## config.mk

```make
export PLATFORM = sky130hd
export DESIGN_NAME = mtrap_unit
export DESIGN_NICKNAME = d
export VERILOG_FILES = /design/src/rtl/mtrap_pkg.sv /design/src/rtl/mtrap_ctrl.sv /design/src/rtl/mtrap_csr.sv /design/src/rtl/mtrap_redirect.sv /design/src/rtl/mtrap_unit.sv
export SDC_FILE = /design/constraint.sdc
export NUM_CORES = 1
export LEC_CHECK = 0
export ABC_AREA = 1
export BUFFER_PORTS_ARGS = -buffer_cell sky130_fd_sc_hd__buf_2
export CAP_MARGIN = 20
export CELL_PAD_IN_SITES_DETAIL_PLACEMENT = 2
export CELL_PAD_IN_SITES_GLOBAL_PLACEMENT = 2
export CORE_ASPECT_RATIO = 2
export CORE_MARGIN = 2
export CORE_UTILIZATION = 28
export DETAILED_ROUTE_END_ITERATION = 8
export PLACE_DENSITY_LB_ADDON = 0.1
export SLEW_MARGIN = 20
export SYNTH_ARGS = -nofsm -noshare
export SYNTH_HDL_FRONTEND = slang
export SYNTH_SLANG_ARGS = --single-unit
```

## constraint.sdc

```tcl
create_clock -name clk -period 1.4 [get_ports clk]
set_input_delay 0.28 -clock clk [delete_from_list [all_inputs] [get_ports clk]]
set_output_delay 0.28 -clock clk [all_outputs]
set_load 0.005 [all_outputs]
```

## src/rtl/mtrap_pkg.sv

```systemverilog
`timescale 1ns/1ps
package mtrap_pkg;

    typedef enum logic {
        MODE_USER = 1'b0,
        MODE_MACH = 1'b1
    } mode_e;

    typedef enum logic [1:0] {
        CSR_NOP   = 2'd0,
        CSR_READ  = 2'd1,
        CSR_WRITE = 2'd2,
        CSR_SWAP  = 2'd3
    } csr_op_e;

    typedef enum logic [1:0] {
        SEL_EPC     = 2'd0,
        SEL_CAUSE   = 2'd1,
        SEL_SCRATCH = 2'd2,
        SEL_STATUS  = 2'd3
    } csr_sel_e;

    // one context level: privilege above interrupt enable
    typedef struct packed {
        mode_e prv;
        logic  ie;
    } lvl_t;

    localparam lvl_t LVL_IDLE      = '{prv: MODE_USER, ie: 1'b1};
    localparam int   CAUSE_ILLEGAL = 2;
    localparam int   CAUSE_SYSCALL = 8;

endpackage

```

## src/rtl/mtrap_ctrl.sv

```systemverilog
`timescale 1ns/1ps
module mtrap_ctrl
    import mtrap_pkg::*;
#(
    parameter int              XLEN         = 32,
    parameter int              CAUSE_W      = 4,
    parameter int              STACK_LEVELS = 3,
    parameter logic [XLEN-1:0] USER_VEC     = 'h100,
    parameter logic [XLEN-1:0] MACH_VEC     = 'h1C0
) (
    input  logic               clk,
    input  logic               rst_n,
    input  logic               trap_req,
    input  logic [CAUSE_W-1:0] trap_cause,
    input  logic               eret_req,
    output logic               trap_fire,
    output logic               ret_fire,
    output logic [CAUSE_W-1:0] cause_eff,
    output logic [XLEN-1:0]    vec_pc,
    output logic [XLEN-1:0]    status_word,
    output mode_e              mode
);

    localparam int STW = 2 * (STACK_LEVELS + 1);

    mode_e mode_q, mode_d;
    logic  ie_q, ie_d;
    lvl_t  prev_q [STACK_LEVELS];
    lvl_t  prev_d [STACK_LEVELS];
    logic [STW-1:0] st_packed;

    // Event decode: a trap always beats a return.
    always_comb begin
        trap_fire = trap_req | (eret_req & (mode_q == MODE_USER));
        ret_fire  = eret_req & ~trap_req & (mode_q == MODE_MACH);
        cause_eff = trap_req ? trap_cause : CAUSE_W'(CAUSE_ILLEGAL);
        vec_pc    = (mode_q == MODE_USER) ? USER_VEC : MACH_VEC;
    end

    // Next-state process
    always_comb begin
        mode_d = mode_q;
        ie_d   = ie_q;
        prev_d = prev_q;
        unique case (mode_q)
            MODE_USER: begin
                if (trap_fire) begin                 // TRAP_ENTER
                    mode_d    = MODE_MACH;
                    ie_d      = 1'b0;
                    prev_d[0] = '{prv: mode_q, ie: ie_q};
                    for (int i = 1; i < STACK_LEVELS; i++) prev_d[i] = prev_q[i-1];
                end
            end
            MODE_MACH: begin
                if (trap_fire) begin                 // TRAP_NEST
                    ie_d      = 1'b0;
                    prev_d[0] = '{prv: mode_q, ie: ie_q};
                    for (int i = 1; i < STACK_LEVELS; i++) prev_d[i] = prev_q[i-1];
                end else if (ret_fire) begin         // RET_POP
                    mode_d = prev_q[0].prv;
                    ie_d   = prev_q[0].ie;
                    for (int i = 0; i < STACK_LEVELS - 1; i++) prev_d[i] = prev_q[i+1];
                    prev_d[STACK_LEVELS-1] = LVL_IDLE;
                end
            end
            default: mode_d = MODE_USER;
        endcase
    end

    // State register
    always_ff @(posedge clk) begin
        if (!rst_n) begin
            mode_q <= MODE_USER;
            ie_q   <= 1'b1;
            for (int i = 0; i < STACK_LEVELS; i++) prev_q[i] <= LVL_IDLE;
        end else begin
            mode_q <= mode_d;
            ie_q   <= ie_d;
            prev_q <= prev_d;
        end
    end

    assign st_packed[1:0] = {mode_q, ie_q};
    for (genvar k = 0; k < STACK_LEVELS; k++) begin : g_pack
        assign st_packed[2*k+3:2*k+2] = prev_q[k];
    end
    assign status_word = XLEN'(st_packed);
    assign mode        = mode_q;

    mode_e top_prv;
    assign top_prv = prev_q[0].prv;


    trap_enter_chk: assert property (@(posedge clk) disable iff (!rst_n)
        trap_req |=> (mode_q == MODE_MACH) && !ie_q);


    eret_user_chk: assert property (@(posedge clk) disable iff (!rst_n)
        (eret_req && !trap_req && mode_q == MODE_USER) |=>
            (mode_q == MODE_MACH) && (prev_q[0].prv == MODE_USER));


    ret_pop_chk: assert property (@(posedge clk) disable iff (!rst_n)
        ret_fire |=> mode_q == $past(top_prv));


    status_hold_chk: assert property (@(posedge clk) disable iff (!rst_n)
        (!trap_fire && !ret_fire) |=> $stable(status_word));

endmodule

```

## src/rtl/mtrap_csr.sv

```systemverilog
`timescale 1ns/1ps
module mtrap_csr
    import mtrap_pkg::*;
#(
    parameter int XLEN    = 32,
    parameter int CAUSE_W = 4
) (
    input  logic               clk,
    input  logic               rst_n,
    input  logic               trap_fire,
    input  logic [CAUSE_W-1:0] cause_eff,
    input  logic [XLEN-1:0]    pc_in,
    input  csr_op_e            op,
    input  csr_sel_e           sel,
    input  logic [XLEN-1:0]    wdata,
    input  logic [XLEN-1:0]    status_word,
    output logic [XLEN-1:0]    rdata,
    output logic [XLEN-1:0]    epc
);

    logic [XLEN-1:0]    epc_q, scratch_q, sel_val;
    logic [CAUSE_W-1:0] cause_q;
    logic               wr_en, rd_en;

    assign wr_en = (op == CSR_WRITE) || (op == CSR_SWAP);
    assign rd_en = (op == CSR_READ)  || (op == CSR_SWAP);

    always_comb begin
        unique case (sel)
            SEL_EPC:     sel_val = epc_q;
            SEL_CAUSE:   sel_val = XLEN'(cause_q);
            SEL_SCRATCH: sel_val = scratch_q;
            SEL_STATUS:  sel_val = status_word;
            default:     sel_val = '0;
        endcase
        rdata = rd_en ? sel_val : '0;
    end

    always_ff @(posedge clk) begin
        if (!rst_n) begin
            epc_q     <= '0;
            cause_q   <= '0;
            scratch_q <= '0;
        end else begin
            if (trap_fire) begin
                epc_q   <= pc_in;
                cause_q <= cause_eff;
            end else if (wr_en && sel == SEL_EPC) begin
                epc_q <= wdata;
            end else if (wr_en && sel == SEL_CAUSE) begin
                cause_q <= wdata[CAUSE_W-1:0];
            end
            if (wr_en && sel == SEL_SCRATCH) scratch_q <= wdata;
        end
    end

    assign epc = epc_q;


    epc_capture_chk: assert property (@(posedge clk) disable iff (!rst_n)
        trap_fire |=> epc_q == $past(pc_in));


    cause_capture_chk: assert property (@(posedge clk) disable iff (!rst_n)
        trap_fire |=> cause_q == $past(cause_eff));


    scratch_swap_chk: assert property (@(posedge clk) disable iff (!rst_n)
        (op == CSR_SWAP && sel == SEL_SCRATCH) |=> scratch_q == $past(wdata));

endmodule

```

## src/rtl/mtrap_redirect.sv

```systemverilog
`timescale 1ns/1ps
module mtrap_redirect #(
    parameter int XLEN = 32
) (
    input  logic            clk,
    input  logic            rst_n,
    input  logic            trap_fire,
    input  logic            ret_fire,
    input  logic [XLEN-1:0] vec_pc,
    input  logic [XLEN-1:0] epc_in,
    output logic            redirect_valid,
    output logic [XLEN-1:0] redirect_pc
);

    always_ff @(posedge clk) begin
        if (!rst_n) begin
            redirect_valid <= 1'b0;
            redirect_pc    <= '0;
        end else begin
            redirect_valid <= trap_fire | ret_fire;
            if (trap_fire)     redirect_pc <= vec_pc;
            else if (ret_fire) redirect_pc <= epc_in;
        end
    end


    ret_target_chk: assert property (@(posedge clk) disable iff (!rst_n)
        ret_fire |=> redirect_valid && (redirect_pc == $past(epc_in)));


    quiet_chk: assert property (@(posedge clk) disable iff (!rst_n)
        (!trap_fire && !ret_fire) |=> !redirect_valid);

endmodule

```

## src/rtl/mtrap_unit.sv

```systemverilog
`timescale 1ns/1ps
module mtrap_unit
    import mtrap_pkg::*;
#(
    parameter int              XLEN         = 32,
    parameter int              CAUSE_W      = 4,
    parameter int              STACK_LEVELS = 3,
    parameter logic [XLEN-1:0] USER_VEC     = 'h100,
    parameter logic [XLEN-1:0] MACH_VEC     = 'h1C0
) (
    input  logic               clk,
    input  logic               rst_n,
    input  logic               trap_req,
    input  logic [CAUSE_W-1:0] trap_cause,
    input  logic [XLEN-1:0]    trap_pc,
    input  logic               eret_req,
    input  logic [1:0]         csr_op,
    input  logic [1:0]         csr_sel,
    input  logic [XLEN-1:0]    csr_wdata,
    output logic [XLEN-1:0]    csr_rdata,
    output logic               redirect_valid,
    output logic [XLEN-1:0]    redirect_pc,
    output logic               priv_mode
);

    logic               trap_fire, ret_fire;
    logic [CAUSE_W-1:0] cause_eff;
    logic [XLEN-1:0]    vec_pc, status_word, epc;
    mode_e              mode;

    mtrap_ctrl #(
        .XLEN(XLEN), .CAUSE_W(CAUSE_W), .STACK_LEVELS(STACK_LEVELS),
        .USER_VEC(USER_VEC), .MACH_VEC(MACH_VEC)
    ) u_ctrl (
        .clk(clk), .rst_n(rst_n), .trap_req(trap_req), .trap_cause(trap_cause),
        .eret_req(eret_req), .trap_fire(trap_fire), .ret_fire(ret_fire),
        .cause_eff(cause_eff), .vec_pc(vec_pc), .status_word(status_word), .mode(mode)
    );

    mtrap_csr #(.XLEN(XLEN), .CAUSE_W(CAUSE_W)) u_csr (
        .clk(clk), .rst_n(rst_n), .trap_fire(trap_fire), .cause_eff(cause_eff),
        .pc_in(trap_pc), .op(csr_op_e'(csr_op)), .sel(csr_sel_e'(csr_sel)),
        .wdata(csr_wdata), .status_word(status_word), .rdata(csr_rdata), .epc(epc)
    );

    mtrap_redirect #(.XLEN(XLEN)) u_redirect (
        .clk(clk), .rst_n(rst_n), .trap_fire(trap_fire), .ret_fire(ret_fire),
        .vec_pc(vec_pc), .epc_in(epc), .redirect_valid(redirect_valid),
        .redirect_pc(redirect_pc)
    );

    assign priv_mode = (mode == MODE_MACH);

endmodule

```

==> impl_metrics.env <==
export IMPL_die_area_um2=19300
export IMPL_critPathArrivalTime_ns=1.23
export IMPL_rr_worst_depth=8
export IMPL_power_density_nw_per_um2=1020
export IMPL_crit_type="input port to output port"
export IMPL_chipWidth_um=99.2
export IMPL_hold_path_depth=3
export IMPL_globalRouteOverflowTotal=0
export IMPL_core_um2=17800
export IMPL_seq_area_frac_synth_pct=43.0
export IMPL_synth_common_cells="nand2_1 (257), nand3_1 (111), dfxtp_1 (109), a21oi_1 (93), inv_1 (48)"
export IMPL_skew_ns=0.00842
export IMPL_yosys_warnings=0
export IMPL_max_slew_worst_pin_slew_ns=0.396
export IMPL_synth_area_leaders="dfxtp_1 (43%), nand2_1 (19%), nand3_1 (11%)"
export IMPL_insertion_delay_ns=0.36
export IMPL_cts_path_max_buffers=2
export IMPL_drt_iter0_drc=179
export IMPL_place_ws_ns=-0.198
export IMPL_r2r_start="u_ctrl.mode"
export IMPL_slew_headroom_pct=73.3
export IMPL_post_dp_cell_area_um2=6360
export IMPL_final_nets=1006
export IMPL_synthFlopType="dfxtp_1"
export IMPL_drive_gt1_share_pct=38.2
export IMPL_fin_area_um2=7500
export IMPL_antenna_found_initial=0
export IMPL_hold_class="input port to flop"
export IMPL_status="complete, but fails checks"
export IMPL_ant_nets=0
export IMPL_crit_path_start_kind="input port"
export IMPL_cts_root_buffer="clkbuf_16"
export IMPL_gp_congestion=0.838
export IMPL_async_flop_share_pct=0
export IMPL_drc_errors=0
export IMPL_worst_slack_ns=-0.114
export IMPL_crit_path_cell_trace="buf_12 -> nor2_4 -> buf_12 -> buf_12 -> nand2_2 -> a21oi_2 -> buf_2"
export IMPL_rsz0062_at_grt="yes"
export IMPL_crit_family="buffers and inverters"
export IMPL_clk_pin_slew_worst_paths_ns=0.08
export IMPL_max_cap_viol_count=0
export IMPL_whs_endpoint="u_csr.scratch_q[3]"
export IMPL_wl_per_cell_um=22.3
export IMPL_synthesis_nets=825
export IMPL_worstPathMaxFanout=7
export IMPL_grt_usage_pct=24.8
export IMPL_n_antenna_cell=0
export IMPL_grt_pass1_vias=6692
export IMPL_synth_edf_count=0
export IMPL_numPlacedInstances=1102
export IMPL_dp_hpwl_um=17000
export IMPL_max_stage_delay_ns=0.18
export IMPL_vdd_drop_max_v=0.000658
export IMPL_stdcell_count=1148
export IMPL_slowest_stage="buf_12"
export IMPL_cts_sinks=109
export IMPL_violations="negative setup slack"
export IMPL_die_height_um=194
export IMPL_port_buffers=141
export IMPL_cts_tree="built"
export IMPL_yosysTopAreaCell="dfxtp_1"
export IMPL_finalWirelength_um=25600
export IMPL_areaGrowthSynthToFinish_pct=48.0
export IMPL_grt_first_pass_wirelength_um=36500
export IMPL_synth_distinct_cells=23
export IMPL_synth_top_area_share_pct=43.0
export IMPL_period_minus_slack_ns=1.51
export IMPL_fill_cells=2097
export IMPL_p_leak_nw=3.50
export IMPL_r2r_end="u_redirect.redirect_pc[5]"
export IMPL_io_pins=142
export IMPL_viasPerCell=5.18
export IMPL_worst_path_most_repeated_cell="buf_12"
export IMPL_htree_levels=3
export IMPL_avgSynthCellArea_um2=6.77
export IMPL_grt_max_degree=31
export IMPL_syn_cell_area_um2=5070
export IMPL_hold_start="csr_wdata[3]"
export IMPL_cp_end_kind="output port"
export IMPL_ff2ff_setup_slack_ns=-0.02
export IMPL_slew_viol_final=0
export IMPL_cp_depth=7
export IMPL_start_util_pct=28.5
export IMPL_firstDrtPassIters=4
export IMPL_synthCells=749
export IMPL_numCtsBuffers=9
export IMPL_dr_total_vias=5949
export IMPL_path_buf_inv=4
export IMPL_ys_ff_latch=109
export IMPL_timing_hold_violations_final=0
export IMPL_fmax_mhz=661
export IMPL_rows=69
export IMPL_synth_most_common_cell="nand2_1"
export IMPL_cts_hold_buf=0
export IMPL_crit_required_ns=1.12
export IMPL_report_final_setup_viol=29
export IMPL_min_period_over_period_pct=108
-- worst reg2reg max path: stages (launching register included) --
cell and delay, ns:
dfxtp_4 0.38, inv_4 0.05, nor2_4 0.14, buf_4 0.13
nand2_2 0.09, inv_4 0.10, buf_12 0.10, nand2_1 0.18
a21oi_2 0.18
-- sequential cells by signal, summed over array words and instances, names as in the netlist, 4 cells and up --
name and cells:
u_ctrl.status_word 5, u_csr.cause_q 4, u_redirect.redirect_pc 32, u_csr.scratch_q 32, u_csr.epc 32
-- metal layers --
metal / vias up / part of all wire, % / track usage [%]
li1: 2779 / - / -
met1: 2976 / 35 / 23.9
met2: 144 / 57 / 48.3
met3: 50 / 2.8 / 3.13
met4: 0 / 4.6 / 14.5
met5: - / 0 / 0
-- metrics by stage --
step / hold slack, ns / util, % / power (W) / TNS (ns)
final: 0.208 / 42.2 / 0.00762 / -1.19
after global routing: 0.203 / 42.2 / 0.00795 / -3.59
after CTS: 0.199 / 39.9 / 0.00751 / -0.697
after detailed placement: 0.456 / 35.8 / 0.00466 / -8.76
after global placement: 0.440 / 35.8 / 0.00461 / -4.21
after floorplan: 0.430 / - / 0.00401 / 0
-- repair_timing --
action / in CTS / in global routing
buffers inserted: 15 / 9
resized for setup: 65 / 89
hold endpoints to repair: 0 / 0
gates cloned: 5 / 6
pin swaps: 18 / 34
setup endpoints to repair: 32 / 54
-- cell usage in the layout (no fill, tap or decap), types with 2 or more instances in the layout --
cell type  instances
inv_4              4
a21oi_1           58
buf_12            23
buf_6              4
nand2_2           21
o21ai_0           17
nand2_1          225
a21oi_2           34
o211ai_1           5
dfxtp_2           17
nor2_2             2
clkinv_2           2
a31oi_1            5
nand3_1          110
nor2_1            21
buf_8              3
o21ai_1            6
inv_1             42
inv_2              8
inv_6              3
nor2_4             6
buf_4             48
dfxtp_1           87
nand2_4           16
buf_2            138
dfxtp_4            5
clkbuf_16         14
-- power breakdown --
group          leakage, nW  internal (W)  switching, W
clock network        0.146       0.00140       0.00128
registers            0.898       0.00325      0.000138
logic                 2.45      0.000670      0.000877
total                 3.50       0.00532       0.00229
-- final cells by class --
type	instances	area (um2)	area share [%]
repair buffers	223	1790	23.8
clock inverters	7	73.8	0.984
flip-flops and latches	109	2220	29.6
well taps	213	267	3.55
inverters	56	238	3.17
clock buffers	9	225	3.00
multi-input cells	531	2690	35.9
-- cells by family (layout without fill, tap and decap cells) --
| logic type | count (synthesis) | count (layout) | share of synthesized area [%] |
|---|---|---|---|
| AOI/OAI and AO/OA | 129 | 129 | 13.3 |
| buffers and inverters | 109 | 295 | 10.1 |
| DFF | 109 | 109 | 43.0 |
| and+or+nand+nor | 402 | 402 | 33.5 |
-- worst max-delay path by stage --
stage,startpoint,to,slack [ns]
after floorplan,csr_sel[0],csr_rdata[11],0.08
after global placement,csr_sel[1],csr_rdata[10],-0.17
after detailed placement,csr_sel[1],csr_rdata[10],-0.20
after CTS,csr_sel[0],csr_rdata[10],-0.05
after global routing,csr_sel[1],csr_rdata[12],-0.14
final,csr_sel[1],csr_rdata[12],-0.11
Power figures use the tool's default switching activity.
